## config.mk

```make
export PLATFORM = sky130hd
export DESIGN_NAME = pwm_capture_timer
export DESIGN_NICKNAME = d
export VERILOG_FILES = /design/src/rtl/pwm_capture_timer.sv
export SDC_FILE = /design/constraint.sdc
export NUM_CORES = 1
export LEC_CHECK = 0
export BUFFER_PORTS_ARGS = -buffer_cell sky130_fd_sc_hd__clkbuf_2
export CAP_MARGIN = 0
export CORE_UTILIZATION = 55
export DETAILED_ROUTE_END_ITERATION = 7
export GPL_TIMING_DRIVEN = 1
export PLACE_DENSITY_LB_ADDON = 0.1
export SYNTH_ARGS = -nofsm -noshare
export SYNTH_HDL_FRONTEND = slang
export SYNTH_SLANG_ARGS = --single-unit
```

## constraint.sdc

```tcl
create_clock -name clk -period 4.7 [get_ports clk]
set_input_delay 0.94 -clock clk [delete_from_list [all_inputs] [get_ports clk]]
set_output_delay 0.94 -clock clk [all_outputs]
set_load 0.05 [all_outputs]
```

## src/rtl/pwm_capture_timer.sv

```systemverilog
module pwm_capture_timer #(
  parameter int W = 32
) (
  input  logic         clk,
  input  logic         rst_n,
  input  logic         en,
  input  logic         mode,
  input  logic         hi_sel,
  input  logic [W-1:0] period_in,
  input  logic [W-1:0] width_in,
  input  logic         cap_in,
  output logic         pwm_out,
  output logic         evt,
  output logic [W-1:0] cap_period,
  output logic [W-1:0] cap_width,
  output logic         ovf
);
  localparam logic [W-1:0] TOP = '1;
  localparam logic [W-1:0] ONE = W'(1);

  logic gen_go, cap_go;
  assign gen_go = en & ~mode;
  assign cap_go = en & mode;

  logic         run;
  logic [W-1:0] cnt, per_q, wid_q;
  logic [W:0]   nxt;
  logic         bnd;

  assign nxt = {1'b0, cnt} + {{W{1'b0}}, 1'b1};
  assign bnd = run & gen_go & (nxt >= {1'b0, per_q});

  always_ff @(posedge clk or negedge rst_n) begin
    if (!rst_n) begin
      run   <= 1'b0;
      cnt   <= '0;
      per_q <= '0;
      wid_q <= '0;
    end else if (!gen_go) begin
      run   <= 1'b0;
      cnt   <= '0;
      per_q <= period_in;
      wid_q <= width_in;
    end else if (!run || bnd) begin
      run   <= 1'b1;
      cnt   <= '0;
      per_q <= period_in;
      wid_q <= width_in;
    end else begin
      cnt <= nxt[W-1:0];
    end
  end

  assign pwm_out = run & (cnt < wid_q);

  logic [2:0] sync;
  logic       rise, fall;
  assign rise = sync[1] & ~sync[2];
  assign fall = ~sync[1] & sync[2];

  always_ff @(posedge clk or negedge rst_n) begin
    if (!rst_n) sync <= '0;
    else        sync <= {sync[1:0], cap_in};
  end

  logic         armed, got_fall, done;
  logic [W-1:0] pcnt, fcnt, hi_q;

  assign done = cap_go & rise & armed & got_fall;

  always_ff @(posedge clk or negedge rst_n) begin
    if (!rst_n) begin
      armed    <= 1'b0;
      got_fall <= 1'b0;
      pcnt     <= '0;
      fcnt     <= '0;
      hi_q     <= '0;
      ovf      <= 1'b0;
    end else if (!cap_go) begin
      armed    <= 1'b0;
      got_fall <= 1'b0;
      pcnt     <= '0;
      fcnt     <= '0;
      ovf      <= 1'b0;
    end else begin
      pcnt <= rise ? ONE : ((pcnt == TOP) ? TOP : pcnt + ONE);
      fcnt <= fall ? ONE : ((fcnt == TOP) ? TOP : fcnt + ONE);
      if (armed && !rise && pcnt == TOP) ovf <= 1'b1;
      if (rise) begin
        armed    <= 1'b1;
        got_fall <= 1'b0;
      end else if (fall && armed) begin
        got_fall <= 1'b1;
        hi_q     <= pcnt;
      end
    end
  end

  always_ff @(posedge clk or negedge rst_n) begin
    if (!rst_n) begin
      cap_period <= '0;
      cap_width  <= '0;
      evt        <= 1'b0;
    end else begin
      evt <= bnd | done;
      if (done) begin
        cap_period <= pcnt;
        cap_width  <= hi_sel ? hi_q : fcnt;
      end
    end
  end
endmodule


```

Yosys cells after proc, flatten, opt, wreduce, memory -nomap -nowiden
Cells that the tools add are included.
- register bits: 264
- output and inout port bits: 67
- logic and storage cells: 69
- add/subtract/negate cells: 3
- magnitude comparators: 2
- eq/ne operators: 6
- mux-type cells: 22
- bitwise operators: 15
- reductions and logical operators: 7
- operators with widths (operator ; count):
    2-to-1 mux 32 bit ; 13
    adder 32 x 1 -> 32 bit (second input constant) ; 2
    == test 32 bit (second input constant) ; 2
    adder 32 x 1 -> 33 bit (second input constant) ; 1
    >= comparator 33 x 32 -> 1 bit ; 1
    < comparator 32 bit ; 1
    AND 1 bit ; 10
    2-to-1 mux 1 bit ; 9
    != test 2 x 1 -> 1 bit (second input constant) ; 3
    inverter 1 bit ; 4
    logical AND 1 bit ; 3
    != test 3 x 1 -> 1 bit (second input constant) ; 1
    AND reduction 3 bit ; 1
    logical NOT 1 bit ; 2
    logical OR 1 bit ; 1
    OR 1 bit ; 1

Depth between registers and ports, before layout
- depth after elaboration: 7
- gate-level depth with buffers: 15
- depth with buffers taken out: 13

Least setup slack after synthesis
OpenSTA, ideal clock, no wires.
- kind: reg2reg
- start: register cnt[8]
- end: register per_q[0]
- data arrival time: 3599 ps
- path slack: 976 ps
- cell stages (with the launch flop): 15
- path buffers: 2
- cell sequence: dfrtp_1 > nand4_1 > nor4_1 > nor4b_1 > nand3_1 > xnor2_1 > ha_1 > nand3_1 > o22ai_1 > a311oi_1 > o221ai_1 > nor4_2 > buf_6 > buf_6 > mux2_4
- longest elaborated chain between the ends: 5
- RTL lines (item ; line ; text):
    start: declaration ; 26 ; logic [W-1:0] cnt, per_q, wid_q;
    start signal: assignment ; 50 ; cnt <= nxt[W-1:0];
    adder 32 x 1 -> 33 bit ; 30 ; assign nxt = {1'b0, cnt} + {{W{1'b0}}, 1'b1};
    >= comparator 33 x 32 -> 1 bit ; 31 ; assign bnd = run & gen_go & (nxt >= {1'b0, per_q});
    AND 1 bit ; 31 ;
    logical OR 1 bit ; 44 ; end else if (!run || bnd) begin
    != test 2 x 1 -> 1 bit (no line) ; - ;
    end signal: assignment ; 42 ; per_q <= period_in;
    end signal: assignment ; 47 ; per_q <= period_in;
    end: declaration ; 26 ;
Every way passes these cells.
A chain may end at the register's enable or synchronous reset.

Worst setup path in the final report
- start: register cnt[0]
- end: register wid_q[6]
- longest elaborated chain between the ends: 5
- RTL lines (item ; line ; text):
    adder 32 x 1 -> 33 bit ; 30 ;
    >= comparator 33 x 32 -> 1 bit ; 31 ;
    AND 1 bit ; 31 ;
    logical OR 1 bit ; 44 ;
    != test 2 x 1 -> 1 bit (no line) ; - ;
    end signal: assignment ; 43 ; wid_q <= width_in;
    end signal: assignment ; 48 ; wid_q <= width_in;
    end: declaration ; 26 ;
Every way passes these cells.

==> impl_metrics.py <==
metrics = {
    "status": {
        "status": "completed",
    },
    "clocking": {
        "clk_pin_slew_ps": 60,
        "cts_sinks": 264,
        "clock_latency_ps": 550,
        "cts_root_buffer": "clkbuf_16",
        "cts.repair.resized": 0,
        "h-tree-depth": 1,
        "cts_buffer_depth": 3,
        "cts_tree": "built",
        "cts_buffers": 28,
        "post_cts_buffers": 0,
        "ctsHoldBuffers": 0,
    },
    "final_layout": {
        "n_antenna_cell": 0,
        "register_area_um2": 6610,
        "nNetsFinal": 1393,
        "drive_gt1_frac": 0.258,
        "fin_util": 0.651,
        "nFillCells": 1838,
        "multi_input_area_um2": 5730,
        "syn_to_final_growth_pct": 15.3,
    },
    "worst_setup_path": {
        "critPathRequiredTime_ps": 5130,
        "ff2ff_path_depth": 14,
        "end_kind": "flop",
        "start_kind": "flop",
        "worst-path-max-fanout": 73,
        "cp.arrival_ps": 4480,
        "worstSetupPathType": "reg2reg",
    },
    "logic_synthesis": {
        "syn-num-nets": 1259,
        "yosys_warnings": 0,
        "yosysMostFrequentCell": "dfrtp_1",
        "yosysTopAreaCell": "dfrtp_1",
        "avgSynthCellArea_um2": 11.4,
        "synth_area_leaders": "dfrtp_1 (52%), mux2_2 (11%), ha_1 (6.4%)",
        "synth_top_area_frac": 0.516,
        "netlist-cell-type-count": 47,
        "synthTopCellsByCount": "dfrtp_1 (264), mux2_2 (120), a21oi_1 (105)",
        "yosys_register_bits": 264,
        "synth-edff-count": 0,
        "yosysSeqAreaShare": 0.516,
        "syn_inst": 1123,
        "yosys_most_used_dff": "dfrtp_1",
        "async_reset_ff_frac": 1.00,
        "syn_area_um2": 12800,
    },
    "detailed_routing": {
        "wl_um": 26900,
        "antenna_left": 0,
        "drt_iter0_drc": 363,
        "vias": 8642,
        "dr.pass1.iters": 5,
        "wl_per_cell_um": 17.2,
        "vias_per_cell": 5.53,
        "drc": 0,
    },
    "power_and_ir_drop": {
        "leakage_nw": 7.30,
        "peakVddDrop_uv": 253,
        "powerDensity_nw_per_um2": 332,
    },
    "timing": {
        "fin_crit_sh": 0.862,
        "fin_setup_tns_ps": 0,
        "timing.slew.headroom": 0.201,
        "drv_slew": 0,
        "fin_crit_ps": 4050,
        "fin_skew_ps": 16.4,
        "hold_viol_final": 0,
        "rsz0062_at_grt": "false",
        "worst_pin_slew_ps": 1200,
        "setup_viol": 0,
        "fmaxAchievable_ghz": 0.247,
    },
    "global_routing": {
        "gr-max-usage-layer": "met2",
        "grt_overflow": 0,
        "grt_pass1_wl_um": 45300,
        "grt_antenna_before_repair": 0,
        "grt_pass1_vias": 8923,
        "grt_use_met1": 0.310,
        "grt_max_degree": 114,
        "met3_usage": 0.0325,
        "grt_use_met2": 0.413,
        "grt_usage": 0.235,
    },
    "floorplan": {
        "rows": 55,
        "die_h_um": 155,
        "io-pin-count": 137,
        "core_um2": 22700,
        "start_util": 0.564,
        "die-area_um2": 23900,
        "die_w_um": 155,
    },
    "place": {
        "dp_hpwl_um": 18700,
        "numPortBuffers": 136,
        "routabilityCongestion": 0.868,
    },
    "worst_hold_path": {
        "min_path_cells": 0,
        "hold_path_class": "reg2reg",
    },
    "flow_run": {
        "maxCapViolCount": 0,
    },
}
==> stage by stage <==
stage	total power (W)	setup WS [ps]	cells	hold slack (ps)	area, um^2
CTS	0.00495	638	1563	358	14800
global placement	0.00261	750	1512	339	13800
global route	0.00506	290	1563	376	14800
floorplan	0.00249	976	1123	331	12800
finish	0.00490	649	1563	364	14800
detailed placement	0.00261	678	1512	345	13800
==> critical path: stages, from the launching register on <==
cell and delay, ps:
dfrtp_1 420, ha_1 220, and4_1 240, nand2b_1 140, nor2_1 320, nand3_1 150, xnor2_1 210, ha_1 280
nand4_1 170, nor3_1 90, a311oi_1 410, o221ai_1 240, nor4_4 250, buf_12 360, mux2_2 390
==> cells in the final DEF, fill, tap and decap left out, types with 2 or more instances in the layout <==
cell type	instances
mux2_4	8
ha_1	66
o21a_1	4
a211oi_1	5
dfrtp_1	264
inv_1	77
and3_1	18
nand3_1	36
nand4_1	29
nand2b_1	4
clkbuf_2	135
nand2_1	41
buf_12	2
o211ai_1	4
nor4_1	3
and4b_1	2
bufinv_16	4
xnor2_1	50
mux2i_1	33
o21ai_0	8
or4_1	3
a31oi_1	8
xor2_1	28
clkinv_2	5
and2_1	35
a311oi_1	7
clkbuf_16	28
clkbuf_8	7
clkbuf_1	6
buf_4	9
nor3_1	23
nor4_4	2
mux2_2	120
nor2b_1	3
a21o_1	15
a21oi_1	105
nor2_1	56
and4_1	8
==> registers in the layout, summed over array words and instances (netlist names) <==
name	count
wid_q	32
pcnt	32
evt	1
run	1
cap_period	32
ovf	1
sync	3
cap_width	32
got_fall	1
per_q	32
cnt	32
armed	1
fcnt	32
hi_q	32
==> per-layer routing <==
layer,vias to the layer above,part of all wire
li1,4211,-
met1,4239,0.45
met2,153,0.49
met3,39,0.036
met4,0,0.021
met5,-,0
==> cell type report <==
type	count	share of cell area
Tap cell	285	0.0241
Timing Repair Buffer	147	0.0540
Sequential cell	264	0.447
Inverter	77	0.0196
Multi-Input combinational cell	739	0.388
Clock inverter	10	0.0119
Clock buffer	41	0.0555
==> power by group <==
part           switching, W  leakage, nW  internal, W  total (W)
logic              0.000136         3.28    0.0000947   0.000231
clock network      0.000903        0.490      0.00143    0.00233
registers         0.0000237         3.53      0.00231    0.00234
total               0.00106         7.30      0.00384    0.00490
==> worst paths after layout <==
path,slack (ps),startpoint,to
max,650,cnt[0],wid_q[6]
min,360,sync[0],sync[1]
max reg2reg,650,cnt[0],wid_q[6]
min reg2reg,360,sync[0],sync[1]
max in group asynchronous,3240,rst_n,got_fall
min in group asynchronous,440,rst_n,per_q[8]
==> cell families after synthesis <==
family | count (synthesis) | share of synthesized area
AO/OA/AOI/OAI | 162 | 0.0732
XOR/XNOR | 78 | 0.0533
adder cells (fa/ha/maj) | 66 | 0.0645
buffers and inverters | 120 | 0.0384
flip-flops | 264 | 0.516
multiplexers | 161 | 0.141
AND/OR/NAND/NOR | 272 | 0.114
(Power assumes the default switching activity.)
